## src/rtl/erw_pkg.sv

```systemverilog
package erw_pkg;
   localparam int DESC_W     = 32;
   localparam int BSZ_LSB    = 16;
   localparam int FIELD_W    = 16;
   localparam int GRAN_SHIFT = 8;

   typedef enum logic [1:0] {
      W_IDLE  = 2'd0,
      W_ERASE = 2'd1
   } walk_st_t;
endpackage

```

## src/rtl/erw_region_map.sv

```systemverilog
module erw_region_map
   import erw_pkg::*;
#(
   parameter int NREG  = 4,
   parameter int SUM_W = 48,
   parameter int RC_W  = 3
) (
   input  logic [NREG*DESC_W-1:0]        desc,
   input  logic [RC_W-1:0]               count,
   input  logic [SUM_W-1:0]              total,
   output logic [NREG-1:0][SUM_W-1:0]    base,
   output logic [NREG-1:0][SUM_W-1:0]    bsz,
   output logic [NREG-1:0][SUM_W-1:0]    lim,
   output logic                          cfg_ok
);
   logic [NREG-1:0] active;
   logic [NREG-1:0] shape_ok;

   for (genvar g = 0; g < NREG; g++) begin : g_reg
      logic [SUM_W-1:0] blocks;
      logic [SUM_W-1:0] span;

      assign active[g] = (RC_W'(g) < count);
      assign bsz[g]    = SUM_W'(desc[g*DESC_W+BSZ_LSB +: FIELD_W]) << GRAN_SHIFT;
      assign blocks    = SUM_W'(desc[g*DESC_W +: FIELD_W]) + SUM_W'(1);
      assign span      = active[g] ? bsz[g] * blocks : '0;
      assign shape_ok[g] = !active[g] || ($countones(bsz[g]) == 1);

      if (g == 0) begin : g_first
         assign base[g] = '0;
      end else begin : g_next
         assign base[g] = lim[g-1];
      end
      assign lim[g] = base[g] + span;
   end

   assign cfg_ok = (count != '0) && (int'(count) <= NREG) &&
                   (lim[NREG-1] == total) && (&shape_ok);
endmodule

```

## src/rtl/erw_region_lookup.sv

```systemverilog
module erw_region_lookup #(
   parameter int NREG  = 4,
   parameter int SUM_W = 48,
   parameter int RC_W  = 3,
   parameter int IDX_W = 2
) (
   input  logic [NREG-1:0][SUM_W-1:0] base,
   input  logic [RC_W-1:0]            count,
   input  logic [SUM_W-1:0]           addr,
   output logic [IDX_W-1:0]           idx
);
   always_comb begin
      idx = '0;
      for (int i = 0; i < NREG; i++) begin
         if ((RC_W'(i) < count) && (addr >= base[i])) idx = IDX_W'(i);
      end
   end
endmodule

```

## src/rtl/erase_walker.sv

```systemverilog
module erase_walker
   import erw_pkg::*;
#(
   parameter int ADDR_W = 24,
   parameter int NREG   = 4,
   localparam int RC_W  = $clog2(NREG + 1)
) (
   input  logic                     clk,
   input  logic                     rst_n,
   input  logic [NREG*DESC_W-1:0]   cfg_desc,
   input  logic [RC_W-1:0]          cfg_regions,
   input  logic [ADDR_W:0]          cfg_dev_size,
   input  logic                     req_valid,
   input  logic [ADDR_W-1:0]        req_addr,
   input  logic [ADDR_W:0]          req_len,
   output logic                     busy,
   output logic                     erase_req,
   output logic [ADDR_W-1:0]        erase_addr,
   input  logic                     erase_done,
   input  logic                     erase_err,
   output logic                     walk_done,
   output logic                     walk_reject,
   output logic                     walk_fail
);
   localparam int IDX_W = (NREG > 1) ? $clog2(NREG) : 1;
   localparam int SUM_W = ADDR_W + FIELD_W + GRAN_SHIFT + FIELD_W + 2;

   initial begin
      assert (NREG >= 1 && NREG <= 16) else $error("NREG out of range");
      assert (ADDR_W >= 12 && ADDR_W <= 40) else $error("ADDR_W out of range");
   end

   logic [NREG-1:0][SUM_W-1:0] base, bsz, lim;
   logic                       cfg_ok;

   erw_region_map #(.NREG(NREG), .SUM_W(SUM_W), .RC_W(RC_W)) u_map (
      .desc(cfg_desc), .count(cfg_regions), .total(SUM_W'(cfg_dev_size)),
      .base(base), .bsz(bsz), .lim(lim), .cfg_ok(cfg_ok)
   );

   logic [SUM_W-1:0] start_w, end_w, dev_w;
   logic [IDX_W-1:0] s_idx, e_idx;

   assign start_w = SUM_W'(req_addr);
   assign end_w   = SUM_W'(req_addr) + SUM_W'(req_len);
   assign dev_w   = SUM_W'(cfg_dev_size);

   erw_region_lookup #(.NREG(NREG), .SUM_W(SUM_W), .RC_W(RC_W), .IDX_W(IDX_W)) u_start_lk (
      .base(base), .count(cfg_regions), .addr(start_w), .idx(s_idx)
   );
   erw_region_lookup #(.NREG(NREG), .SUM_W(SUM_W), .RC_W(RC_W), .IDX_W(IDX_W)) u_end_lk (
      .base(base), .count(cfg_regions), .addr(end_w), .idx(e_idx)
   );

   logic in_range, s_al, e_al, req_ok;
   assign in_range = (start_w <= dev_w) && (end_w <= dev_w);
   assign s_al     = (start_w & (bsz[s_idx] - SUM_W'(1))) == '0;
   assign e_al     = (end_w & (bsz[e_idx] - SUM_W'(1))) == '0;
   assign req_ok   = cfg_ok && in_range && s_al && e_al;

   walk_st_t         st;
   logic [SUM_W-1:0] cur_addr, rem;
   logic [IDX_W-1:0] cur_idx;
   logic [SUM_W-1:0] stride, nxt_addr;

   assign stride   = bsz[cur_idx];
   assign nxt_addr = cur_addr + stride;

   always_ff @(posedge clk or negedge rst_n) begin
      if (!rst_n) begin
         st          <= W_IDLE;
         cur_addr    <= '0;
         rem         <= '0;
         cur_idx     <= '0;
         walk_done   <= 1'b0;
         walk_reject <= 1'b0;
         walk_fail   <= 1'b0;
      end else begin
         walk_done   <= 1'b0;
         walk_reject <= 1'b0;
         walk_fail   <= 1'b0;
         unique case (st)
            W_IDLE: begin
               if (req_valid) begin
                  if (!req_ok) begin
                     walk_reject <= 1'b1;
                  end else if (req_len == '0) begin
                     walk_done <= 1'b1;
                  end else begin
                     st       <= W_ERASE;
                     cur_addr <= start_w;
                     rem      <= SUM_W'(req_len);
                     cur_idx  <= s_idx;
                  end
               end
            end
            W_ERASE: begin
               if (erase_done) begin
                  if (erase_err) begin
                     walk_fail <= 1'b1;
                     st        <= W_IDLE;
                  end else if (rem <= stride) begin
                     walk_done <= 1'b1;
                     st        <= W_IDLE;
                  end else begin
                     cur_addr <= nxt_addr;
                     rem      <= rem - stride;
                     if (nxt_addr == lim[cur_idx] && int'(cur_idx) < NREG - 1)
                        cur_idx <= cur_idx + IDX_W'(1);
                  end
               end
            end
            default: st <= W_IDLE;
         endcase
      end
   end

   assign busy       = (st != W_IDLE);
   assign erase_req  = (st == W_ERASE);
   assign erase_addr = cur_addr[ADDR_W-1:0];


   erase_addr_hold_chk: assert property (@(posedge clk) disable iff (!rst_n)
      (erase_req && !erase_done) |=> (erase_req && $stable(erase_addr)));


   one_outcome_chk: assert property (@(posedge clk) disable iff (!rst_n)
      $onehot0({walk_done, walk_reject, walk_fail}));


   erase_in_device_chk: assert property (@(posedge clk) disable iff (!rst_n)
      erase_req |-> (SUM_W'(erase_addr) < SUM_W'(cfg_dev_size)));


   reject_cause_chk: assert property (@(posedge clk) disable iff (!rst_n)
      walk_reject |-> $past(req_valid && !busy));


   fail_cause_chk: assert property (@(posedge clk) disable iff (!rst_n)
      walk_fail |-> ($past(erase_done && erase_err && erase_req) && !erase_req));


   busy_hold_chk: assert property (@(posedge clk) disable iff (!rst_n)
      (busy && !erase_done) |=> busy);
endmodule

```

## config.mk

```make
export PLATFORM = sky130hd
export DESIGN_NAME = erase_walker
export DESIGN_NICKNAME = d
export VERILOG_FILES = /design/src/rtl/erw_pkg.sv /design/src/rtl/erw_region_map.sv /design/src/rtl/erw_region_lookup.sv /design/src/rtl/erase_walker.sv
export SDC_FILE = /design/constraint.sdc
export NUM_CORES = 2
export LEC_CHECK = 0
export BUFFER_PORTS_ARGS = -buffer_cell sky130_fd_sc_hd__buf_2
export CAP_MARGIN = 5
export CORE_UTILIZATION = 55
export DETAILED_ROUTE_END_ITERATION = 12
export PLACE_DENSITY_LB_ADDON = 0.1
export SLEW_MARGIN = 40
export SYNTH_ARGS = -nofsm -noshare
export SYNTH_HDL_FRONTEND = slang
export SYNTH_SLANG_ARGS = --single-unit
```

## constraint.sdc

```tcl
create_clock -name clk -period 12.4 [get_ports clk]
set_input_delay 0.62 -clock clk [delete_from_list [all_inputs] [get_ports clk]]
set_output_delay 0.62 -clock clk [all_outputs]
set_load 0.005 [all_outputs]
```

**Word-level counts from Yosys, hierarchy flattened**

Cells that the tools add are included.

- Bits in registers: 139
- Bits in latches: 0
- Memory bits (writable): 0
- Bits in read-only memories: 0
- Output and inout bits: 29
- Memories kept: 0

- $add $sub $neg: 73
- Multipliers: 4
- Divide/modulo/power cells: 0
- Order comparisons: 18
- Equal/unequal tests: 15
- Shifts and indexed selects: 0
- Muxes and demuxes: 60
- Bitwise gates (word level): 2
- Reductions and logical operators: 33

Operators with widths:

| operator | count |
|---|---|
| 66-bit 2-to-1 mux | 20 |
| 66-bit binary-select mux with 2-bit select | 4 |
| 32-bit adder | 14 |
| 66-bit adder | 4 |
| 66-bit case mux with 2 select lines | 2 |
| 24-bit by 66-bit >= comparator with 1-bit output | 3 |
| 26-bit by 66-bit >= comparator with 1-bit output | 3 |
| 16-bit by 66-bit multiplier with 58-bit output | 3 |
| 66-bit zero test | 2 |
| 66-bit by 1-bit subtractor with 66-bit output, second input constant | 2 |
| 32-bit by 2-bit == test with 1-bit output, second input constant | 3 |
| 16-bit by 1-bit adder with 17-bit output, second input constant | 4 |
| 24-bit by 66-bit AND with 66-bit output | 1 |
| 26-bit by 66-bit AND with 66-bit output | 1 |
| 66-bit by 25-bit == test with 1-bit output | 1 |
| 66-bit == test | 1 |
| 66-bit <= comparator | 1 |
| 66-bit subtractor | 1 |
| 1-bit by 1-bit adder with 2-bit output | 32 |
| 2-bit 2-to-1 mux | 17 |
| 16-bit by 17-bit multiplier with 33-bit output | 1 |
| 2-bit by 32-bit adder with 32-bit output | 1 |
| 32-bit by 3-bit adder with 32-bit output | 1 |
| 2-bit by 2-bit adder with 3-bit output | 9 |
| 30 further kinds | 74 |

**Logic depth before layout (Yosys ltp)**

- Depth in word-level cells: 18
- Gate-level depth with buffers: 81

**Hierarchy**

A second synthesis with hierarchy kept.

- Cells, all modules: 10166
- Area total of the unflattened synthesis: 83557.6 um^2

By module, submodules not included:

| module | instances | cells an instance | area an instance (um^2) | sequential area each (um^2) |
|---|---|---|---|---|
| erw_region_map | 1 | 5980 | 49153.4 | 0.0 |
| erase_walker | 1 | 2784 | 24502.2 | 3453.3 |
| erw_region_lookup | 2 | 701 | 4951.0 | 0.0 |

**Least setup slack after synthesis**

Ideal clock, no wire load.

- Kind: input to register
- Start point: input cfg_desc[32]
- End point: register rem[47]
- Setup time: 0.136 ns
- Arrival time: 17.610 ns
- Setup slack: -5.346 ns
- Stages on the path: 70
- Buffers on the path: 6
- Cells stage by stage: ha_1 nand2_1 nor2_1 nand4_1 inv_1 nand2_1 xnor2_1 clkbuf_1 nand2_1 fa_1 fa_1 fa_1 fa_1 inv_1 fa_1 inv_1 fa_1 inv_1 [34 not listed] a2111oi_0 nand4_1 nor4_1 nand4_1 or4_1 nor3_1 nand3b_1 a2111o_1 a211oi_1 o2111ai_1 a2111o_1 nor4_2 a31oi_1 or2_1 clkbuf_1 clkbuf_1 o41ai_1 a21oi_1

- Word-level cells in the longest chain between the ends: 17
- Elaborated cells between the ends (all ways): 36

RTL lines:

| element | RTL line | RTL |
|---|---|---|
| start, declared | erase_walker.sv:10 | `input logic [NREG*DESC_W-1:0] cfg_desc,` |
| 16-bit by 1-bit adder with 17-bit output (*) | erw_region_map.sv:25 | `assign blocks = SUM_W'(desc[g*DESC_W +: FIELD_W]) + SUM_W'(1);` |
| 16-bit by 66-bit multiplier with 58-bit output (*) | erw_region_map.sv:26 | `assign span = active[g] ? bsz[g] * blocks : '0;` |
| 66-bit 2-to-1 mux (*) | erw_region_map.sv:26 |  |
| 66-bit adder (*) | erw_region_map.sv:34 | `assign lim[g] = base[g] + span;` |
| 66-bit adder / 24-bit by 66-bit >= comparator with 1-bit output (equally long branches) | erw_region_map.sv:34, erw_region_lookup.sv:15 |  |
| 24-bit by 66-bit >= comparator with 1-bit output / 1-bit logical AND (equally long branches) | erw_region_lookup.sv:15 | `if ((RC_W'(i) < count) && (addr >= base[i])) idx = IDX_W'(i);` |
| 1-bit logical AND / 2-bit 2-to-1 mux (equally long branches) | erw_region_lookup.sv:15 |  |
| 2-bit 2-to-1 mux | erw_region_lookup.sv:15 |  |
| 66-bit binary-select mux with 2-bit select | erase_walker.sv:57 | `assign s_al = (start_w & (bsz[s_idx] - SUM_W'(1))) == '0;` |
| 66-bit 2-to-1 mux (implied by the code) | erase_walker.sv:57 |  |
| 66-bit by 1-bit subtractor with 66-bit output | erase_walker.sv:57 |  |
| 24-bit by 66-bit AND with 66-bit output | erase_walker.sv:57 |  |
| 66-bit zero test | erase_walker.sv:57 |  |
| 1-bit logical AND | erase_walker.sv:59 | `assign req_ok = cfg_ok && in_range && s_al && e_al;` |
| 1-bit logical AND (*) | erase_walker.sv:59 |  |
| 2-bit inequality test (no source line) (*) | - |  |
| 7-bit AND reduction (no source line) (*) | - |  |
| end signal, assigned | erase_walker.sv:92 | `rem <= SUM_W'(req_len);` |
| end signal, assigned | erase_walker.sv:107 | `rem <= rem - stride;` |
| end, declared | erase_walker.sv:62 | `logic [SUM_W-1:0] cur_addr, rem;` |

Every way passes the cells marked *; elsewhere a longest branch is shown, timed or not. The select of a mux whose other input is x is not followed.
A chain may end at the register's enable or synchronous reset.

**Worst setup path after layout**

- Start point: input cfg_desc[32]
- End point: register rem[61]

The elaborated chain is that of the path after synthesis.

==> results.md <==
* Via density at 5.85
* Met2 routed WL at 107000 um
* RSZ-0062 raised after global routing: yes
* Site Rows at 125
* Starting density of the core at 0.555
* Async SR Flop Fraction at 1.00
* Initial antenna violation count at 27
* Nets at 11188
* Routed vias at 63451
* Placed cell area at 77500 um2
* DRT Wirelength at 240000 um
* Die Ht at 344 um
* Vias in the first global route at 63190
* First-pass GRT wire length at 362000 um
* Share of cells above drive strength 1 at 0.235
* Mean Syn Cell Area at 8.13 um2
* Final WS setup at -3.50 ns
* Clock-pin slew of the registers on the worst-case setup and hold paths at 0.07 ns
* # clock sinks at 138
* Most common cell after layout, fill and taps aside: buf_4
* Slew HR at 0.354
* Post-synthesis sequential area ratio at 0.0537
* Worst Setup Start Kind: input port
* Utilization after layout at 0.693
* Skew final at 0.0132 ns
* Crit Path Class: in -> reg
* Area Growth Syn to Fin at 25.0%
* Outcome: finished, violations left
* Port Buffers at 238
* Iteration-0 DRC Markers at 5274
* Failing checks: setup timing
* Most frequent cells in the layout: 1431 x buf_4, 1283 x inv_1, 873 x fa_1
* Drt drc at 0
* Die X at 344 um
* Placer Congestion at 1.06
* Number of max-cap violations at 0
* Met1 WL at 96800 um
* Io pins at 239
* Share of the synthesized area in the top cell type at 0.274
* Main synth FF type: dfrtp_1
* Avg WL per Cell at 22.2 um
* Cts hold-fix bufs at 0
* Die ar. at 118000 um2
* H-tree levels at 4
* GRT Util Overall at 0.400
* Detailed placement HPWL at 203000 um
* Final setup violation count at 137
* Distinct cells, synth at 97
* Fmax at 62.9 MHz
* Antenna viol nets, final at 0
* Req. time, crit path at 12.70 ns
* Worst-path fanout max at 9
* Core Region at 116000 um2
* CTS tree: done
* Arr. time, crit path at 16.20 ns
* EDFF count, synth at 0
* CTS buffer count at 17
* CP peak stage delay at 0.55 ns
* Syn Nets at 9812
* Root Driver: clkbuf_16
* Synth area leaders: fa_1 27%, ha_1 16%, inv_1 7.5%
* Tightest Pin Transition at 0.969 ns
* Slew Limit Fails at 0
* Ys Warns at 0
* Biggest area consumer among synthesized cells: fa_1
* Post-Syn Area at 64400 um2
* GRT overflow at 0
* Design area at 80400 um2
* DR pass1 iterations at 5
* Later-pin clock latency in the skew report at 0.44 ns
* Crit. End Element: flop
* FF+latch count, synth at 138
* Final worst-path cycle share at 1.28
* Post-Syn Instances at 7917
* Top sig layer: met5
* Worst hold path class: in -> async
* Routed length on met3 at 22400 um
* Final Critical Period at 15.90 ns
* Slowest-stage cell, CP: or4_4
* Final hold vios at 0
* CTS max path bufs at 2
* Largest net degree at the start of global routing at 90
==> layer usage <==
| layer | vias up | global-route usage |
|---|---|---|
| met5 | - | 0.00401 |
| met4 | 16 | 0.184 |
| met3 | 666 | 0.0730 |
| met2 | 2768 | 0.636 |
| met1 | 31201 | 0.529 |
| li1 | 28800 | - |
==> cell usage after synthesis, drive strengths merged (22+ instances only) <==
library cell  number
or4               49
o31ai             28
nor2             418
nand3            159
nand2b            68
a21o             142
ha               804
nand4             77
a21oi            330
nand2            836
o41ai             22
nand4b            22
o21bai            45
dfrtp            138
mux2i             64
o211ai            46
inv             1291
a211oi            70
or3               60
nor4              79
and4              22
mux4              46
nor2b            258
clkbuf           327
and3              59
xnor2            237
buf               48
or2               23
nor3             128
xor2             122
o21a              63
o21ai            292
a31oi             36
fa               881
and2             362
==> flip-flops by register name, indices dropped and copies added (netlist names) <==
| signal | cells |
|---|---|
| walk_reject | 1 |
| rem | 66 |
| st | 1 |
| cur_idx | 2 |
| walk_done | 1 |
| cur_addr | 66 |
| walk_fail | 1 |
==> layout make-up <==
class | count | area, um2
multi-input cells | 6113 | 56600
fillers | 9595 | 35600
repair buffers | 1731 | 13000
inverters | 1292 | 4850
flip-flops and latches | 138 | 3460
well taps | 1524 | 1910
clock buffers | 23 | 498
clock inverters | 9 | 86.3
diodes | 21 | 52.6
==> logic make-up (layout without fill, tap and decap cells) <==
family | count (synthesis) | in the layout | synth area share
and+or+nand+nor | 2676 | 2677 | 0.211
adders and majority gates | 1685 | 1685 | 0.430
buffers and inverters | 1667 | 3055 | 0.0989
AOI/OAI and AO/OA | 1263 | 1263 | 0.128
xor gates and xnor gates | 360 | 360 | 0.0492
DFF | 138 | 138 | 0.0537
muxes | 128 | 128 | 0.0292
other | 0 | 21 | 0
==> what timing repair did <==
item,in CTS,in global routing
buffers inserted,50,37
gates resized for setup,103,198
gates cloned,4,8
endpoints found under the setup margin,137,137
pin swaps,47,95
==> through the flow <==
step / setup slack (ns) / setup TNS [ns] / hold slack (ns) / instances
after global routing: -4.16 / -534.01 / 0.318 / 10836
after global placement: -3.93 / -506.67 / 0.477 / 10701
after detailed placement: -4.26 / -553.45 / 0.487 / 10701
after CTS: -3.27 / -418.16 / 0.291 / 10787
after floorplan: -3.08 / -366.25 / 0.324 / 7917
final: -3.50 / -441.46 / 0.249 / 10851
==> worst paths after layout <==
kind	to	cells after the start	startpoint	slack (ns)
min reg2reg	rem[20]	2	rem[20]	0.50
min in group clk	walk_fail	2	erase_err	0.45
min	walk_fail	1	rst_n	0.25
max reg2reg	cur_idx[1]	24	cur_idx[1]	4.28
max in group asynchronous	cur_idx[1]	2	rst_n	10.91
max	rem[61]	78	cfg_desc[32]	-3.50
==> worst max-delay path: cells and delay by family <==
| kind | cells | cell delay (ns) |
|---|---|---|
| XOR/XNOR | 2 | 0.31 |
| AO/OA/AOI/OAI | 30 | 5.80 |
| buffers and inverters | 14 | 1.57 |
| adder cells (fa/ha/maj) | 11 | 4.11 |
| AND/OR/NAND/NOR | 20 | 3.65 |
| multiplexers | 1 | 0.08 |
Power is left out: the tool's default activity adds up to more than one toggle a clock period on the data nets, which glitch-free logic cannot reach.
